### src/rtl/tsq_pkg.sv
package tsq_pkg;
  localparam int PC_W  = 6;
  localparam int LTS_W = 7;

  typedef enum logic [1:0] {
    ST_IDLE = 2'd0,
    ST_RUN  = 2'd1,
    ST_DONE = 2'd2
  } seq_state_e;

  // log2 of subtile width in pixels for a bytes-per-pixel code
  function automatic logic [2:0] sub_w_log2(input logic [1:0] cpp_code);
    case (cpp_code)
      2'd0:    return 3'd5;
      2'd1:    return 3'd5;
      2'd2:    return 3'd4;
      default: return 3'd3;
    endcase
  endfunction

  // log2 of subtile height in pixels for a bytes-per-pixel code
  function automatic logic [2:0] sub_h_log2(input logic [1:0] cpp_code);
    case (cpp_code)
      2'd0:    return 3'd5;
      default: return 3'd4;
    endcase
  endfunction
endpackage

### src/rtl/tsq_axis.sv
// One axis of piece geometry: offset, length, next aligned step, microtile base.
module tsq_axis #(
  parameter int CW = 13
) (
  input  logic [2:0]               sub_log2,
  input  logic [CW-1:0]            cur,
  input  logic [CW-1:0]            lim,
  output logic [tsq_pkg::PC_W-1:0] off,
  output logic [tsq_pkg::PC_W-1:0] len,
  output logic [CW-1:0]            nxt,
  output logic [CW-1:0]            ut4
);
  import tsq_pkg::*;

  logic [PC_W-1:0] span;
  logic [PC_W-1:0] mask;
  logic [PC_W-1:0] room;
  logic [CW-1:0]   left;

  always_comb begin
    span = PC_W'(1) << sub_log2;
    mask = span - PC_W'(1);
    off  = cur[PC_W-1:0] & mask;
    room = span - off;
    left = lim - cur;
    len  = (left < CW'(room)) ? left[PC_W-1:0] : room;
    nxt  = (cur | CW'(mask)) + CW'(1);
    ut4  = (cur >> sub_log2) << 2;
  end
endmodule

### src/rtl/tsq_addr.sv
// Subtile base address within a serpentine arrangement of 4 KB tiles.
module tsq_addr #(
  parameter int CW = 13,
  parameter int AW = 22
) (
  input  logic [CW-1:0] ut_x4,
  input  logic [CW-1:0] ut_y4,
  input  logic [CW-1:0] ut_stride,
  output logic [AW-1:0] base
);
  logic [CW-1:0] tile_stride;
  logic [CW-1:0] tile_x;
  logic [CW-1:0] tile_y;
  logic [CW-1:0] tile_x_dir;
  logic          odd_row;
  logic [1:0]    quad;
  logic [1:0]    slot;
  logic [AW-1:0] tile_num;

  always_comb begin
    tile_stride = ut_stride >> 3;
    tile_x      = ut_x4 >> 3;
    tile_y      = ut_y4 >> 3;
    odd_row     = tile_y[0];
    tile_x_dir  = odd_row ? (tile_stride - tile_x - CW'(1)) : tile_x;
    quad        = {ut_y4[2], ut_x4[2]};
    case ({odd_row, quad})
      3'b000:  slot = 2'd0;
      3'b001:  slot = 2'd3;
      3'b010:  slot = 2'd1;
      3'b011:  slot = 2'd2;
      3'b100:  slot = 2'd2;
      3'b101:  slot = 2'd1;
      3'b110:  slot = 2'd3;
      default: slot = 2'd0;
    endcase
    tile_num = AW'(tile_y) * AW'(tile_stride) + AW'(tile_x_dir);
    base     = (tile_num << 12) + (AW'(slot) << 10);
  end
endmodule

### src/rtl/tsq_walk.sv
// Walk state: request capture, current position and linear offset tracking.
module tsq_walk #(
  parameter int CW = 13,
  parameter int LW = 20
) (
  input  logic                     clk,
  input  logic                     rst_n,
  input  logic                     accept,
  input  logic                     fire,
  input  logic [CW-2:0]            req_x,
  input  logic [CW-2:0]            req_y,
  input  logic [CW-2:0]            req_w,
  input  logic [CW-2:0]            req_h,
  input  logic [1:0]               req_cpp,
  input  logic [LW-1:0]            req_lin_stride,
  input  logic [CW-2:0]            req_ut_stride,
  input  logic                     req_store,
  input  logic [CW-1:0]            nxt_x,
  input  logic [CW-1:0]            nxt_y,
  input  logic [tsq_pkg::PC_W-1:0] len_x,
  input  logic [tsq_pkg::PC_W-1:0] len_y,
  output tsq_pkg::seq_state_e      state,
  output logic [CW-1:0]            cur_x,
  output logic [CW-1:0]            cur_y,
  output logic [CW-1:0]            end_x,
  output logic [CW-1:0]            end_y,
  output logic [1:0]               cpp_q,
  output logic [CW-1:0]            ut_stride_q,
  output logic                     store_q,
  output logic [LW-1:0]            lin_off
);
  import tsq_pkg::*;

  logic [CW-1:0] x_start;
  logic [LW-1:0] lin_stride_q;
  logic [LW-1:0] row_base;
  logic [LW-1:0] col_off;
  logic          row_end;
  logic          box_empty;

  assign row_end   = (nxt_x >= end_x);
  assign box_empty = (req_w == '0) || (req_h == '0);
  assign lin_off   = row_base + col_off;

  always_ff @(posedge clk or negedge rst_n) begin
    if (!rst_n) begin
      state        <= ST_IDLE;
      cur_x        <= '0;
      cur_y        <= '0;
      end_x        <= '0;
      end_y        <= '0;
      x_start      <= '0;
      cpp_q        <= '0;
      ut_stride_q  <= '0;
      store_q      <= 1'b0;
      lin_stride_q <= '0;
      row_base     <= '0;
      col_off      <= '0;
    end else begin
      case (state)
        ST_IDLE: begin
          if (accept) begin
            cur_x        <= CW'(req_x);
            cur_y        <= CW'(req_y);
            x_start      <= CW'(req_x);
            end_x        <= CW'(req_x) + CW'(req_w);
            end_y        <= CW'(req_y) + CW'(req_h);
            cpp_q        <= req_cpp;
            ut_stride_q  <= CW'(req_ut_stride);
            store_q      <= req_store;
            lin_stride_q <= req_lin_stride;
            row_base     <= '0;
            col_off      <= '0;
            state        <= box_empty ? ST_DONE : ST_RUN;
          end
        end
        ST_RUN: begin
          if (fire) begin
            if (row_end) begin
              cur_x    <= x_start;
              cur_y    <= nxt_y;
              col_off  <= '0;
              row_base <= row_base + lin_stride_q * LW'(len_y);
              if (nxt_y >= end_y) state <= ST_DONE;
            end else begin
              cur_x   <= nxt_x;
              col_off <= col_off + (LW'(len_x) << cpp_q);
            end
          end
        end
        ST_DONE: state <= ST_IDLE;
        default: state <= ST_IDLE;
      endcase
    end
  end

  // within a row the linear offset never moves backwards
  assert_col_grows_R6: assert property (@(posedge clk) disable iff (!rst_n)
    (state == ST_RUN && fire && !row_end) |=> (lin_off > $past(lin_off)));
endmodule

### src/rtl/subtile_xfer_seq.sv
module subtile_xfer_seq #(
  parameter int XY_W   = 12,
  parameter int LIN_W  = 20,
  parameter int ADDR_W = 22
) (
  input  logic                      clk,
  input  logic                      rst_n,
  input  logic                      req_valid,
  output logic                      req_ready,
  input  logic [XY_W-1:0]           req_x,
  input  logic [XY_W-1:0]           req_y,
  input  logic [XY_W-1:0]           req_w,
  input  logic [XY_W-1:0]           req_h,
  input  logic [1:0]                req_cpp,
  input  logic [LIN_W-1:0]          req_lin_stride,
  input  logic [XY_W-1:0]           req_ut_stride,
  input  logic                      req_store,
  output logic                      pc_valid,
  input  logic                      pc_ready,
  output logic [ADDR_W-1:0]         pc_base,
  output logic [tsq_pkg::PC_W-1:0]  pc_xoff,
  output logic [tsq_pkg::PC_W-1:0]  pc_yoff,
  output logic [tsq_pkg::PC_W-1:0]  pc_w,
  output logic [tsq_pkg::PC_W-1:0]  pc_h,
  output logic [LIN_W-1:0]          pc_lin,
  output logic [tsq_pkg::LTS_W-1:0] pc_stride,
  output logic                      pc_store,
  output logic                      done
);
  import tsq_pkg::*;

  localparam int CW = XY_W + 1;
  localparam int FW = PC_W + 1;

  seq_state_e    state;
  logic          accept;
  logic          fire;
  logic [CW-1:0] cur_x, cur_y, end_x, end_y;
  logic [1:0]    cpp_q;
  logic [CW-1:0] ut_stride_q;
  logic [2:0]    sw_log2, sh_log2;

  logic [1:0][2:0]      ax_log2;
  logic [1:0][CW-1:0]   ax_cur, ax_lim, ax_nxt, ax_ut4;
  logic [1:0][PC_W-1:0] ax_off, ax_len;

  assign req_ready = (state == ST_IDLE);
  assign accept    = req_valid && req_ready;
  assign pc_valid  = (state == ST_RUN);
  assign fire      = pc_valid && pc_ready;
  assign done      = (state == ST_DONE);

  assign sw_log2 = sub_w_log2(cpp_q);
  assign sh_log2 = sub_h_log2(cpp_q);

  assign ax_log2 = {sh_log2, sw_log2};
  assign ax_cur  = {cur_y, cur_x};
  assign ax_lim  = {end_y, end_x};

  for (genvar a = 0; a < 2; a++) begin : g_axis
    tsq_axis #(.CW(CW)) u_axis (
      .sub_log2 (ax_log2[a]),
      .cur      (ax_cur[a]),
      .lim      (ax_lim[a]),
      .off      (ax_off[a]),
      .len      (ax_len[a]),
      .nxt      (ax_nxt[a]),
      .ut4      (ax_ut4[a])
    );
  end

  tsq_walk #(.CW(CW), .LW(LIN_W)) u_walk (
    .clk            (clk),
    .rst_n          (rst_n),
    .accept         (accept),
    .fire           (fire),
    .req_x          (req_x),
    .req_y          (req_y),
    .req_w          (req_w),
    .req_h          (req_h),
    .req_cpp        (req_cpp),
    .req_lin_stride (req_lin_stride),
    .req_ut_stride  (req_ut_stride),
    .req_store      (req_store),
    .nxt_x          (ax_nxt[0]),
    .nxt_y          (ax_nxt[1]),
    .len_x          (ax_len[0]),
    .len_y          (ax_len[1]),
    .state          (state),
    .cur_x          (cur_x),
    .cur_y          (cur_y),
    .end_x          (end_x),
    .end_y          (end_y),
    .cpp_q          (cpp_q),
    .ut_stride_q    (ut_stride_q),
    .store_q        (pc_store),
    .lin_off        (pc_lin)
  );

  tsq_addr #(.CW(CW), .AW(ADDR_W)) u_addr (
    .ut_x4     (ax_ut4[0]),
    .ut_y4     (ax_ut4[1]),
    .ut_stride (ut_stride_q),
    .base      (pc_base)
  );

  assign pc_xoff   = ax_off[0];
  assign pc_yoff   = ax_off[1];
  assign pc_w      = ax_len[0];
  assign pc_h      = ax_len[1];
  assign pc_stride = LTS_W'(1) << (sw_log2 + {1'b0, cpp_q});

  assert_ready_idle_R1: assert property (@(posedge clk) disable iff (!rst_n)
    req_ready |-> (!pc_valid && !done));

  assert_fit_x_R3: assert property (@(posedge clk) disable iff (!rst_n)
    pc_valid |-> ((pc_w != '0) && ((FW'(pc_xoff) + FW'(pc_w)) <= (FW'(1) << sw_log2))));

  assert_fit_y_R4: assert property (@(posedge clk) disable iff (!rst_n)
    pc_valid |-> ((pc_h != '0) && ((FW'(pc_yoff) + FW'(pc_h)) <= (FW'(1) << sh_log2))));

  assert_base_align_R7: assert property (@(posedge clk) disable iff (!rst_n)
    pc_valid |-> (pc_base[9:0] == 10'd0));

  assert_hold_R8: assert property (@(posedge clk) disable iff (!rst_n)
    (pc_valid && !pc_ready) |=> (pc_valid && $stable(pc_base) && $stable(pc_lin)
      && $stable(pc_xoff) && $stable(pc_yoff) && $stable(pc_w) && $stable(pc_h)
      && $stable(pc_store)));

  assert_done_pulse_R9: assert property (@(posedge clk) disable iff (!rst_n)
    done |=> (!done && req_ready));
endmodule

### config.mk
export PLATFORM = sky130hd
export DESIGN_NAME = subtile_xfer_seq
export DESIGN_NICKNAME = d
export VERILOG_FILES = /design/src/rtl/tsq_pkg.sv /design/src/rtl/tsq_axis.sv /design/src/rtl/tsq_addr.sv /design/src/rtl/tsq_walk.sv /design/src/rtl/subtile_xfer_seq.sv
export SDC_FILE = /design/constraint.sdc
export NUM_CORES = 1
export LEC_CHECK = 0
export ABC_AREA = 1
export ABC_CLOCK_PERIOD_IN_PS = 10100
export BUFFER_PORTS_ARGS = -buffer_cell sky130_fd_sc_hd__clkbuf_2
export CORE_MARGIN = 2
export CORE_UTILIZATION = 30
export CTS_CLUSTER_SIZE = 40
export DETAILED_ROUTE_END_ITERATION = 12
export GPL_TIMING_DRIVEN = 0
export PLACE_DENSITY_LB_ADDON = 0.2
export SKIP_CTS_REPAIR_TIMING = 1
export SYNTH_ARGS = -nofsm -noshare
export SYNTH_HDL_FRONTEND = slang
export SYNTH_SLANG_ARGS = --single-unit
### constraint.sdc
create_clock -name clk -period 10.1 [get_ports clk]
set_clock_uncertainty 0.05 [all_clocks]
set_input_delay 2.02 -clock clk [delete_from_list [all_inputs] [get_ports clk]]
set_output_delay 2.02 -clock clk [all_outputs]
set_load 0.01 [all_outputs]
---- Word-level counts from Yosys, hierarchy flattened ----
Index checks and enable logic that the tools add are counted.
Widths: inputs -> output; s select.
word-level totals
  register bits ........................... 141
  word-level logic and storage cells ...... 103
  output and inout bits ................... 77
  input bits .............................. 87
cells by class
  add/sub/neg operators ................... 18
  $mul .................................... 2
  shifts and indexed selects .............. 6
  $lt $le $gt $ge ......................... 4
  muxes and demuxes ....................... 27
  bitwise operators ....................... 4
  eq/ne operators ......................... 14
  reductions and logical operators ........ 16
operators by type and width
  cell                   number
  $mux 20                5
  $pmux 20 s2            2
  $mux 13                6
  $add 20x20->20         3
  $pmux 13 s2            2
  $add 12x12->13         2
  $add 13x1->13 const B  2
  $ge 13x13->1           2
  $lt 13x6->1            2
  $or 13x6->13           2
  $shr 13x3->11          2
  $sub 13x13->13         2
  $logic_not 12->1       2
  $add 22x12->22         1
  $mul 20x6->20          1
  $shl 6x2->20           1
  $and 6x6->6            2
  $mux 6                 2
  $shl 1x3->6 const A    2
  $sub 6x1->6 const B    2
  $sub 6x6->6            2
  $add 10x10->10         1
  $mul 10x9->10          1
  $mux 10                1
  23 further kinds       41

---- Logic depth before layout (Yosys ltp) ----
Gate-level depths: netlist (run 1).
  depth in word-level cells ............... 14
  depth in mapped cells ................... 43
  mapped depth without buffers ............ 42

---- Hierarchy ----
A second synthesis (run 1) with hierarchy kept.
second synthesis, totals
  cells, all modules ...................... 3,190
  area, all modules ....................... 20,303.2 um^2
by module, submodules not included
  module            times used  area an instance (um^2)  sequential area each (um^2)  cells each
  tsq_walk          1           13,570.5                 3,528.4                      1,961
  tsq_axis          2           2,030.7                  0.0                          407
  tsq_addr          1           2,552.4                  0.0                          391
  subtile_xfer_seq  1           118.9                    0.0                          24

---- Least setup slack after synthesis (run 1) ----
OpenSTA, ideal clock, no wires.
  path type ............................... register to register
  from .................................... register u_walk.cur_y[0]
  to ...................................... register u_walk.row_base[14]
  data required time ...................... 9.917 ns
  path buffers ............................ 1
  library setup time ...................... 0.133 ns
  clock period less this slack ............ 7.185 ns
  data arrival time ....................... 7.003 ns
  path slack .............................. 2.915 ns
  stages on the path, launching flop included .. 40
  path through ............................ dfrtp_1 ha_1 fa_1 inv_1 nand2_1 nand2_1 and2_4 xor2_1 ha_1 a21oi_1 o21ai_0 o21ai_0 nand2_2 nor2_4 nand2_4 nand3_1 nand2_1 inv_1 (+4 left out) fa_1 inv_1 fa_1 inv_1 ha_1 a21oi_1 o21ai_0 a21oi_1 nor2_1 o21ai_0 nand2_1 a21oi_1 o21ai_0 nand2_1 nand2_1 a21oi_1 xor2_1 o22ai_1
on the way
  word-level cells in the longest chain between the ends .. 9
  elaborated cells on any way between the ends .. 10
  those cells by class .................... add/sub: 3; mul: 1; order compare: 1; mux: 4; bitwise: 1
ends and longest elaborated chain
  item                                                    RTL line                text
  start, declared                                         tsq_walk.sv:24          output logic [CW-1:0] cur_y,
  start signal, assigned                                  tsq_walk.sv:64          cur_y <= CW'(req_y);
  start signal, assigned                                  tsq_walk.sv:81          cur_y <= nxt_y;
  branches (longest 3 deep; another with $sub 13x13->13)  -
  $mux 6 (*)                                              tsq_axis.sv:26          len = (left < CW'(room)) ? left[PC_W-1:0] : room;
  via pc_h (one bit)                                      subtile_xfer_seq.sv:24  output logic [tsq_pkg::PC_W-1:0] pc_h,
  $mul 20x6->20 (*)                                       tsq_walk.sv:83          row_base <= row_base + lin_stride_q * LW'(len_y);
  $add 20x20->20 (*)                                      tsq_walk.sv:83
  $mux 20 (*)                                             tsq_walk.sv:79          if (row_end) begin
  $mux 20 (*)                                             tsq_walk.sv:78          if (fire) begin
  $pmux 20 s2 (*)                                         tsq_walk.sv:60          case (state)
  end signal, assigned                                    tsq_walk.sv:83
  end, declared                                           tsq_walk.sv:36          logic [LW-1:0] row_base;
Mark *: on every way through the listed nets, which the timed path passes. The select of a mux whose other input is x is not followed.
A chain may end at the register's enable or synchronous reset.

---- Worst setup path after layout (run 1) ----
  from .................................... register u_walk.cpp_q[1]
  to ...................................... output port pc_base[21]
on the way
  word-level cells in the longest chain between the ends .. 9
  elaborated cells on any way between the ends .. 24
  those cells by class .................... add/sub: 4; mul: 1; eq/ne: 8; shift: 2; mux: 4; reduce/logical: 5
ends and longest elaborated chain
  item                                           RTL line                      text
  start, declared                                tsq_walk.sv:27                output logic [1:0] cpp_q,
  start signal, assigned                         tsq_walk.sv:68                cpp_q <= req_cpp;
  $eq 2x1->1 or $logic_not 2->1 (tied branches)  tsq_pkg.sv:13, tsq_pkg.sv:23
  $reduce_or 2->1 (no source line)               -
  $pmux 3 s2                                     tsq_pkg.sv:13                 case (cpp_code)
  $shr 13x3->11                                  tsq_axis.sv:28                ut4 = (cur >> sub_log2) << 2;
  $sub 9x10->10                                  tsq_addr.sv:25                tile_x_dir = odd_row ? (tile_stride - tile_x - CW'(1)) : tile_x;
  $sub 10x1->10                                  tsq_addr.sv:25
  $mux 10                                        tsq_addr.sv:25
  $add 10x10->10                                 tsq_addr.sv:37                tile_num = AW'(tile_y) * AW'(tile_stride) + AW'(tile_x_dir);
  $add 22x12->22 (*)                             tsq_addr.sv:38                base = (tile_num << 12) + (AW'(slot) << 10);
  end, declared                                  subtile_xfer_seq.sv:20        output logic [ADDR_W-1:0] pc_base,
Every way passes the cells marked *; elsewhere a longest branch is shown, timed or not.

==> metrics.txt, run 1 <==
# TYPE chip_impl_metric gauge
chip_impl_info{name="min-delay-start",value="u_walk.x_start[11]"} 1
chip_impl_info{name="tritoncts",value="done"} 1
chip_impl_metric{name="nets",unit=""} 2772
chip_impl_metric{name="synth-warning-count",unit=""} 0
chip_impl_metric{name="postSynthRegisterBits",unit=""} 138
chip_impl_metric{name="initial_utilization",unit="%"} 30.3
chip_impl_metric{name="detail_route.iter0.violations",unit=""} 902
chip_impl_metric{name="drt-pass1-iter-count",unit=""} 5
chip_impl_metric{name="vias",unit=""} 14771
chip_impl_metric{name="worst_path_largest_cell_delay",unit="ns"} 0.55
chip_impl_info{name="crit_top_cell",value="inv_1"} 1
chip_impl_metric{name="min_tclk_post_route",unit="ns"} 8.93
chip_impl_metric{name="detailedPlacementHpwl",unit="mm"} 44.3
chip_impl_metric{name="number_of_antenna_violations_at_the_first_check_in_global_routing",unit=""} 0
chip_impl_metric{name="cts_htree_levels",unit=""} 4
chip_impl_info{name="start_kind",value="flop"} 1
chip_impl_metric{name="first_global_vias",unit=""} 14658
chip_impl_metric{name="register_area",unit="sq um"} 3450
chip_impl_metric{name="r2r_setup_slk",unit="ns"} 1.70
chip_impl_metric{name="yosysSeqAreaShare",unit="%"} 21.1
chip_impl_metric{name="synth_cell_types",unit=""} 57
chip_impl_metric{name="grtUsageTotal",unit="%"} 19.3
chip_impl_metric{name="grt_start_max_net_pins",unit=""} 76
chip_impl_info{name="run_status",value="completed"} 1
chip_impl_metric{name="cts_buf_count",unit=""} 17
chip_impl_metric{name="finalWeightedCongestion",unit=""} 0.917
chip_impl_metric{name="postSynth.asyncResetShare",unit="%"} 100
chip_impl_metric{name="grt_first_pass_wirelength",unit="mm"} 82.8
chip_impl_metric{name="signal_arrival_time_at_the_worst_endpoint",unit="ns"} 6.86
chip_impl_metric{name="totalWireLength",unit="mm"} 53.1
chip_impl_metric{name="timing.max_cap.violations",unit=""} 0
chip_impl_metric{name="worstPathRequired",unit="ns"} 8.03
chip_impl_metric{name="n_antenna_cell",unit=""} 0
chip_impl_metric{name="postRouteAntennaNets",unit=""} 0
chip_impl_metric{name="total_count_of_max_transition_violations_in_the_final_report",unit=""} 0
chip_impl_metric{name="post_drt_wl_per_cell",unit="um"} 17.1
chip_impl_metric{name="die_h",unit="um"} 237
chip_impl_info{name="worstReg2RegStart",value="u_walk.cur_y[0]"} 1
chip_impl_metric{name="final.setup.tns",unit="ns"} 0
chip_impl_info{name="postSynth.topFlopCell",value="dfrtp_1"} 1
chip_impl_metric{name="clkSinkCount",unit=""} 138
chip_impl_metric{name="cp_max_fo",unit=""} 10
chip_impl_metric{name="clkLatencyLatePin",unit="ns"} 0.48
chip_impl_metric{name="post_route_cells_drive_above_1_share",unit="%"} 9.86
chip_impl_metric{name="die_area",unit="sq um"} 56300
chip_impl_metric{name="core_region_area",unit="sq um"} 53800
chip_impl_metric{name="port_buffers",unit=""} 143
chip_impl_metric{name="ctsLongestPathBuffers",unit=""} 2
chip_impl_metric{name="relSlewSlack",unit="%"} 14.8
chip_impl_metric{name="area_growth",unit="%"} 13.7
chip_impl_info{name="worstSetupPathType",value="flop to primary output"} 1
chip_impl_metric{name="route.detailed.drc",unit=""} 0
chip_impl_metric{name="multiInputGateArea",unit="sq um"} 11100
chip_impl_info{name="critPathCaptureType",value="primary output"} 1
chip_impl_metric{name="synth_edf_count",unit=""} 0
chip_impl_info{name="grt_setup_unrepaired",value="no"} 1
chip_impl_metric{name="syn_area",unit="sq um"} 16300
chip_impl_info{name="worstHoldPathType",value="flop to flop"} 1
chip_impl_info{name="clock_tree.root_cell",value="clkbuf_16"} 1
chip_impl_metric{name="fill_cells",unit=""} 5846
chip_impl_metric{name="worst_slew_pin_slew",unit="ns"} 1.26
chip_impl_metric{name="final.period_utilization",unit="%"} 88.4
chip_impl_info{name="cp_max_stage_cell",value="fa_1"} 1
chip_impl_metric{name="hold_viol",unit=""} 0
chip_impl_metric{name="setup_viol_count_final",unit=""} 0
chip_impl_metric{name="cp.buffers_inverters",unit=""} 9
chip_impl_metric{name="die_x",unit="um"} 237
chip_impl_metric{name="fp-row-count",unit=""} 85
chip_impl_metric{name="io_pins",unit=""} 164
chip_impl_metric{name="globalRouteOverflowTotal",unit=""} 0
chip_impl_metric{name="netlist_instances",unit=""} 2209
chip_impl_metric{name="clk_pin_slew_worst_paths",unit="ns"} 0.07
chip_impl_metric{name="syn-mean-instance-area",unit="sq um"} 7.39
chip_impl_info{name="critical_path.startpoint",value="u_walk.cpp_q[1]"} 1
chip_impl_info{name="cp_top_family",value="adder cells"} 1
chip_impl_metric{name="fmax",unit="GHz"} 0.112
chip_impl_metric{name="post_drt_via_cell_ratio",unit=""} 4.76
layer usage:
metal	vias to the layer above	GRT usage, %	wire length (um)
li1	7370	-	-
met1	7014	26.2	25200
met2	336	31.2	24100
met3	51	3.26	2500
met4	0	6.33	1290
met5	-	0	0
cell type report:
type,count,share of cell area (%)
repair buffers,144,4.05
well taps,696,4.69
clock buffers,21,2.43
clock inverters,11,0.479
flip-flops and latches,138,18.6
multi-input cells,1612,59.6
inverters,410,8.30
plain buffers,68,1.87
worst reg2reg max path: cells and delay by family (launching register included):
family          cells  cell delay, ns
simple gates       13            1.44
fa+ha+maj           8            3.36
xor+xnor            2            0.38
compound gates     11            1.74
buf+inv             5            0.84
flops               1            0.46
kinds of logic after synthesis:
family          share of synthesized area (%)
fa+ha+maj                                27.7
compound gates                           12.7
flops                                    21.1
xor+xnor                                 5.74
buf+inv                                  11.6
other cells                            0.0460
simple gates                             21.1
layout by cell type, fill, tap and decap left out, drive strengths merged, types with 3 or more instances in the layout:
cell,synthesis,final
xor2,77,77
a22oi,14,14
ha,181,181
nand3,75,75
or2,4,4
clkinvlp,0,6
o22ai,29,29
o21bai,7,7
nor3,26,26
xnor2,30,30
nand4,13,13
buf,28,29
o21ai,137,137
clkinv,3,4
a21o,3,3
nor4,9,9
nor2,212,212
a211oi,5,5
nand2,469,469
inv,407,411
o211ai,9,9
fa,113,113
o221ai,5,5
o31ai,6,6
a21oi,133,133
dfrtp,138,138
a31oi,11,11
clkbuf,40,204
a21boi,4,4
and2,3,3
nand3b,5,5
conb,2,21
cell usage after synthesis (30+ instances only):
cell	instances	area share (%)
nand2_1	455	10
inv_1	400	9.2
xnor2_1	30	1.6
a21oi_1	133	4.1
o21ai_0	125	3.8
xor2_1	77	4.1
nand3_1	75	2.3
fa_1	113	14
nor2_1	203	4.7
clkbuf_1	40	0.92
dfrtp_1	138	21
ha_1	181	14
flip-flops by register name, summed over array words and instances (netlist names):
register / cells
u_walk.end_x: 13
u_walk.state: 2
u_walk.cpp_q: 2
u_walk.cur_x: 13
u_walk.x_start: 12
u_walk.store_q: 1
u_walk.lin_stride_q: 20
u_walk.ut_stride_q: 9
u_walk.cur_y: 13
u_walk.row_base: 20
u_walk.end_y: 13
u_walk.col_off: 20
path summary, 6_finish.rpt:
| check | end | cells past startpoint |
|---|---|---|
| max | pc_base[21] | 27 |
| min | u_walk.x_start[11] | 2 |
| max reg2reg | u_walk.row_base[14] | 39 |
| min reg2reg | u_walk.x_start[11] | 2 |
| max in group asynchronous | u_walk.row_base[15] | 2 |
| min in group asynchronous | u_walk.end_x[11] | 1 |
through the flow:
| stage | std cells | hold slack (ns) | instance area [sq um] | setup slack (ns) | utilization [%] |
|---|---|---|---|---|---|
| floorplan | 2228 | 0.391 | 16400 | 2.91 | - |
| global placement | 3067 | 0.412 | 18000 | 1.72 | 33.4 |
| detailed placement | 3068 | 0.414 | 18000 | 1.69 | 33.5 |
| CTS | 3100 | 0.432 | 18600 | 1.18 | 34.5 |
| global route | 3100 | 0.443 | 18600 | 0.721 | 34.5 |
| finish | 3100 | 0.437 | 18600 | 1.17 | 34.5 |
Power of run 1 is not shown: default switching activity piles up to over one toggle a cycle in this logic, so the estimate is an artifact.
==> run 2, diff against run 1 <==
--- a/config.mk
+++ b/config.mk
@@ -13,7 +13,6 @@
 export CTS_CLUSTER_SIZE = 40
 export DETAILED_ROUTE_END_ITERATION = 12
 export GPL_TIMING_DRIVEN = 0
-export PLACE_DENSITY_LB_ADDON = 0.2
 export SKIP_CTS_REPAIR_TIMING = 1
 export SYNTH_ARGS = -nofsm -noshare
 export SYNTH_HDL_FRONTEND = slang
==> metrics.txt, run 2 (synthesis gave the netlist of run 1 again) <==
# TYPE chip_impl_metric gauge
chip_impl_metric{name="die_area",unit="sq um"} 56300
chip_impl_info{name="min-delay-start",value="u_walk.x_start[2]"} 1
chip_impl_metric{name="die_x",unit="um"} 237
chip_impl_metric{name="worst-r2r-cell-count",unit=""} 39
chip_impl_info{name="start_kind",value="flop"} 1
chip_impl_metric{name="setup_viol_count_final",unit=""} 0
chip_impl_metric{name="post_drt_wl_per_cell",unit="um"} 15.9
chip_impl_metric{name="clk_pin_slew_worst_paths",unit="ns"} 0.06
chip_impl_metric{name="grt_first_pass_wirelength",unit="mm"} 77.9
chip_impl_metric{name="route.detailed.drc",unit=""} 0
chip_impl_metric{name="post_route_cells_drive_above_1_share",unit="%"} 9.94
chip_impl_metric{name="fill_cells",unit=""} 5785
chip_impl_info{name="run_status",value="completed"} 1
chip_impl_info{name="critical_path.startpoint",value="u_walk.cpp_q[1]"} 1
chip_impl_info{name="tritoncts",value="done"} 1
chip_impl_metric{name="hold_viol",unit=""} 0
chip_impl_metric{name="post_drt_via_cell_ratio",unit=""} 4.70
chip_impl_metric{name="clkLatencyLatePin",unit="ns"} 0.45
chip_impl_metric{name="die_h",unit="um"} 237
chip_impl_metric{name="final.setup.tns",unit="ns"} 0
chip_impl_info{name="cp_max_stage_cell",value="fa_1"} 1
chip_impl_metric{name="postRouteAntennaNets",unit=""} 0
chip_impl_metric{name="io_pins",unit=""} 164
chip_impl_info{name="worstReg2RegStart",value="u_walk.cur_y[0]"} 1
chip_impl_metric{name="vias",unit=""} 14569
chip_impl_info{name="critPathCaptureType",value="primary output"} 1
chip_impl_metric{name="finalWeightedCongestion",unit=""} 0.910
chip_impl_metric{name="cp_max_fo",unit=""} 10
chip_impl_info{name="biggestRegsByFlops",value="u_walk.col_off x20, u_walk.lin_stride_q x20, u_walk.row_base x20"} 1
chip_impl_info{name="worstHoldPathType",value="flop to flop"} 1
chip_impl_metric{name="core_region_area",unit="sq um"} 53800
chip_impl_metric{name="initial_utilization",unit="%"} 30.3
chip_impl_metric{name="fp-row-count",unit=""} 85
chip_impl_metric{name="grt_start_max_net_pins",unit=""} 102
chip_impl_metric{name="globalRouteOverflowTotal",unit=""} 0
chip_impl_metric{name="nets",unit=""} 2772
chip_impl_metric{name="relSlewSlack",unit="%"} 13.9
chip_impl_metric{name="worst_path_largest_cell_delay",unit="ns"} 0.54
chip_impl_metric{name="port_buffers",unit=""} 143
chip_impl_metric{name="min_tclk_post_route",unit="ns"} 8.71
chip_impl_metric{name="n_antenna_cell",unit=""} 0
chip_impl_metric{name="signal_arrival_time_at_the_worst_endpoint",unit="ns"} 6.64
chip_impl_metric{name="worst_slew_pin_slew",unit="ns"} 1.28
chip_impl_metric{name="timing.max_cap.violations",unit=""} 0
chip_impl_info{name="layout_common_cells",value="nand2_1 (455), inv_1 (400), nor2_1 (203)"} 1
chip_impl_metric{name="grtUsageTotal",unit="%"} 17.9
chip_impl_info{name="mostFrequentLayoutCell",value="nand2_1"} 1
chip_impl_metric{name="first_global_vias",unit=""} 14127
chip_impl_info{name="clock_tree.root_cell",value="clkbuf_16"} 1
chip_impl_info{name="cp_top_family",value="adder cells"} 1
chip_impl_metric{name="area_growth",unit="%"} 13.8
chip_impl_metric{name="cts_htree_levels",unit=""} 4
chip_impl_info{name="grt_setup_unrepaired",value="no"} 1
chip_impl_metric{name="total_count_of_max_transition_violations_in_the_final_report",unit=""} 0
chip_impl_metric{name="cp.buffers_inverters",unit=""} 9
chip_impl_metric{name="min_path_cells",unit=""} 2
chip_impl_metric{name="final.period_utilization",unit="%"} 86.2
chip_impl_metric{name="detailedPlacementHpwl",unit="mm"} 41.6
chip_impl_metric{name="multiInputGateArea",unit="sq um"} 11100
chip_impl_info{name="worstSetupPathType",value="flop to primary output"} 1
chip_impl_metric{name="worstPathRequired",unit="ns"} 8.03
chip_impl_metric{name="fmax",unit="GHz"} 0.115
chip_impl_metric{name="cts_buf_count",unit=""} 17
chip_impl_metric{name="number_of_antenna_violations_at_the_first_check_in_global_routing",unit=""} 1
chip_impl_metric{name="totalWireLength",unit="mm"} 49.4
chip_impl_metric{name="crit_cells",unit=""} 27
chip_impl_metric{name="register_area",unit="sq um"} 3450
chip_impl_metric{name="detail_route.iter0.violations",unit=""} 993
chip_impl_metric{name="drt-pass1-iter-count",unit=""} 5
chip_impl_metric{name="clkSinkCount",unit=""} 138
chip_impl_metric{name="ctsLongestPathBuffers",unit=""} 2
chip_impl_info{name="crit_top_cell",value="inv_1"} 1
==> run 2: path summary, 6_finish.rpt <==
check	to	slack, ns
setup / recovery	pc_base[21]	1.39
hold / removal	u_walk.x_start[2]	0.43
setup reg to reg	u_walk.row_base[14]	1.90
hold reg to reg	u_walk.x_start[2]	0.43
max in group asynchronous	u_walk.lin_stride_q[14]	7.70
min in group asynchronous	u_walk.end_x[9]	1.44
==> run 2: per-stage QoR <==
step | setup WS (ns) | instance area [sq um] | hold WS (ns) | utilization (%) | std cells
final | 1.39 | 18600 | 0.433 | 34.5 | 3100
after global routing | 0.911 | 18600 | 0.442 | 34.5 | 3100
after CTS | 1.29 | 18600 | 0.433 | 34.5 | 3100
after detailed placement | 1.78 | 18000 | 0.416 | 33.5 | 3068
after global placement | 1.82 | 18000 | 0.410 | 33.4 | 3067
after floorplan | 2.91 | 16400 | 0.391 | - | 2228
==> run 2: tightest hold or removal path, stage by stage (launching register included) <==
cell	delay, ns
dfrtp_1	0.34
nand2_1	0.06
nand2_1	0.06
==> run 2: cell type report <==
type | count | share of cell area, %
multi-input combinational | 1612 | 59.5
inverter | 410 | 8.29
clock buffer | 19 | 2.38
clock inverter | 13 | 0.633
buffer | 68 | 1.87
sequential | 138 | 18.6
timing repair buffer | 144 | 4.05
tap | 696 | 4.69
==> run 2: metal layers <==
metal | GRT usage [%] | up-vias | wire length, um | share of wire (%)
met2 | 28.8 | 356 | 21900 | 44
met3 | 3.65 | 69 | 3040 | 6.2
met5 | 0 | - | 8 | 0.016
met1 | 24.0 | 6763 | 23000 | 47
met4 | 5.98 | 2 | 1410 | 2.9
li1 | - | 7379 | - | -
Power of run 2 is left out for the same reason.
==> run 3, diff against run 2 <==
--- a/config.mk
+++ b/config.mk
@@ -8,6 +8,7 @@
 export ABC_AREA = 1
 export ABC_CLOCK_PERIOD_IN_PS = 10100
 export BUFFER_PORTS_ARGS = -buffer_cell sky130_fd_sc_hd__clkbuf_2
+export CORE_ASPECT_RATIO = 1.25
 export CORE_MARGIN = 2
 export CORE_UTILIZATION = 30
 export CTS_CLUSTER_SIZE = 40
==> metrics.txt, run 3 (synthesis gave the netlist of run 1 again) <==
# TYPE chip_impl_metric gauge
chip_impl_metric{name="setup_viol_count_final",unit=""} 0
chip_impl_metric{name="die_area",unit="sq um"} 56300
chip_impl_info{name="start_kind",value="flop"} 1
chip_impl_metric{name="detail_route.iter0.violations",unit=""} 752
chip_impl_metric{name="cp.buffers_inverters",unit=""} 9
chip_impl_metric{name="timing.max_cap.violations",unit=""} 0
chip_impl_info{name="cp_max_stage_cell",value="fa_1"} 1
chip_impl_metric{name="ctsLongestPathBuffers",unit=""} 2
chip_impl_metric{name="totalWireLength",unit="mm"} 50.3
chip_impl_metric{name="post_drt_via_cell_ratio",unit=""} 4.69
chip_impl_metric{name="grtUsageTotal",unit="%"} 18.5
chip_impl_metric{name="worst_slew_pin_slew",unit="ns"} 1.23
chip_impl_metric{name="die_h",unit="um"} 265
chip_impl_metric{name="cp_max_fo",unit=""} 10
chip_impl_metric{name="fp-row-count",unit=""} 95
chip_impl_metric{name="postRouteAntennaNets",unit=""} 0
chip_impl_metric{name="globalRouteOverflowTotal",unit=""} 0
chip_impl_metric{name="finalWeightedCongestion",unit=""} 0.908
chip_impl_metric{name="wl_met2",unit="mm"} 25.2
chip_impl_metric{name="area_growth",unit="%"} 14.3
chip_impl_info{name="critPathCaptureType",value="primary output"} 1
chip_impl_info{name="crit_top_cell",value="inv_1"} 1
chip_impl_info{name="run_status",value="completed"} 1
chip_impl_metric{name="cts_buf_count",unit=""} 17
chip_impl_metric{name="fmax",unit="GHz"} 0.113
chip_impl_metric{name="io_pins",unit=""} 164
chip_impl_metric{name="signal_arrival_time_at_the_worst_endpoint",unit="ns"} 6.75
chip_impl_metric{name="dp_cells",unit=""} 3099
chip_impl_metric{name="total_count_of_max_transition_violations_in_the_final_report",unit=""} 0
chip_impl_info{name="mostFrequentLayoutCell",value="nand2_1"} 1
chip_impl_metric{name="route.detailed.drc",unit=""} 0
chip_impl_metric{name="grt_start_max_net_pins",unit=""} 102
chip_impl_metric{name="worstPathRequired",unit="ns"} 8.03
chip_impl_metric{name="clkSinkCount",unit=""} 138
chip_impl_metric{name="worst_path_largest_cell_delay",unit="ns"} 0.55
chip_impl_metric{name="drt-pass1-iter-count",unit=""} 5
chip_impl_metric{name="detailroute.wirelength.met3",unit="mm"} 2.12
chip_impl_info{name="grt_setup_unrepaired",value="no"} 1
chip_impl_metric{name="die_x",unit="um"} 213
chip_impl_info{name="worstSetupPathType",value="flop to primary output"} 1
chip_impl_metric{name="grt_first_pass_wirelength",unit="mm"} 80.3
chip_impl_metric{name="clkLatencyLatePin",unit="ns"} 0.45
chip_impl_metric{name="cts_htree_levels",unit=""} 4
chip_impl_metric{name="number_of_antenna_violations_at_the_first_check_in_global_routing",unit=""} 0
chip_impl_info{name="worstHoldPathType",value="flop to flop"} 1
chip_impl_metric{name="relSlewSlack",unit="%"} 16.9
chip_impl_metric{name="detailedPlacementHpwl",unit="mm"} 41.9
chip_impl_info{name="clock_tree.root_cell",value="clkbuf_16"} 1
chip_impl_info{name="layout_common_cells",value="nand2_1 (455), inv_1 (400), nor2_1 (203)"} 1
chip_impl_metric{name="nets",unit=""} 2772
chip_impl_metric{name="final.setup.tns",unit="ns"} 0
chip_impl_metric{name="clk_pin_slew_worst_paths",unit="ns"} 0.07
chip_impl_info{name="cp_top_family",value="adder cells"} 1
chip_impl_metric{name="vias",unit=""} 14692
chip_impl_metric{name="post_drt_wl_per_cell",unit="um"} 16.1
chip_impl_info{name="highest-signal-layer",value="met4"} 1
chip_impl_metric{name="first_global_vias",unit=""} 14981
chip_impl_metric{name="initial_utilization",unit="%"} 30.4
chip_impl_metric{name="core_region_area",unit="sq um"} 53700
chip_impl_metric{name="n_antenna_cell",unit=""} 0
chip_impl_metric{name="min_tclk_post_route",unit="ns"} 8.82
chip_impl_metric{name="fin_cells",unit=""} 3131
chip_impl_metric{name="hold_viol",unit=""} 0
chip_impl_info{name="biggestRegsByFlops",value="u_walk.col_off x20, u_walk.lin_stride_q x20, u_walk.row_base x20"} 1
chip_impl_metric{name="wl_met1",unit="mm"} 20.5
chip_impl_metric{name="final.period_utilization",unit="%"} 87.3
chip_impl_metric{name="port_buffers",unit=""} 143
chip_impl_metric{name="post_route_cells_drive_above_1_share",unit="%"} 9.98
chip_impl_info{name="tritoncts",value="done"} 1
==> run 3: cell count changes in the layout (fill, tap and decap cells not counted) <==
cell        delta
clkbuf_1       -1
clkinv_4       +4
inv_8          +4
clkinv_8       +2
clkinvlp_4     -5
clkinv_2       -3
clkbuf_8       -1
==> run 3: worst paths after layout <==
path / startpoint / end / slack, ns / cells past startpoint
max: u_walk.cpp_q[1] / pc_base[21] / 1.28 / 27
min: u_walk.x_start[11] / u_walk.x_start[11] / 0.43 / 2
max reg2reg: u_walk.cur_y[0] / u_walk.row_base[14] / 1.72 / 39
min reg2reg: u_walk.x_start[11] / u_walk.x_start[11] / 0.43 / 2
max in group asynchronous: rst_n / u_walk.end_x[5] / 7.69 / 2
min in group asynchronous: rst_n / u_walk.lin_stride_q[2] / 1.44 / 1
==> run 3: metal layers <==
metal / vias up / global-route usage, %
met5: - / 0
met4: 0 / 8.33
met3: 97 / 2.97
met2: 306 / 33.2
met1: 6915 / 21.5
li1: 7374 / -
==> run 3: cell type report <==
cell class	instances	area (sq um)
Timing Repair Buffer	144	752
Clock inverter	15	178
Sequential cell	138	3450
Multi-Input combinational cell	1612	11100
Tap cell	727	910
Inverter	410	1540
Fill cell	5863	35100
Clock buffer	17	425
Buffer	68	348
==> run 3: worst min-delay path: stages (launching register included) <==
cell and delay [ns]:
dfrtp_1 0.34, nand2_1 0.05, nand2_1 0.06
==> run 3: metrics by stage <==
| step | instance area (sq um) | worst slack, ns | util (%) | hold slack, ns |
|---|---|---|---|---|
| 2_1_floorplan | 16400 | 2.91 | - | 0.391 |
| 3_3_place_gp | 18000 | 1.72 | 33.6 | 0.407 |
| 3_5_place_dp | 18100 | 1.66 | 33.6 | 0.413 |
| 4_1_cts | 18700 | 1.17 | 34.7 | 0.433 |
| 5_1_grt | 18700 | 0.822 | 34.7 | 0.462 |
| 6_report | 18700 | 1.28 | 34.7 | 0.429 |
Power of run 3 is left out for the same reason.
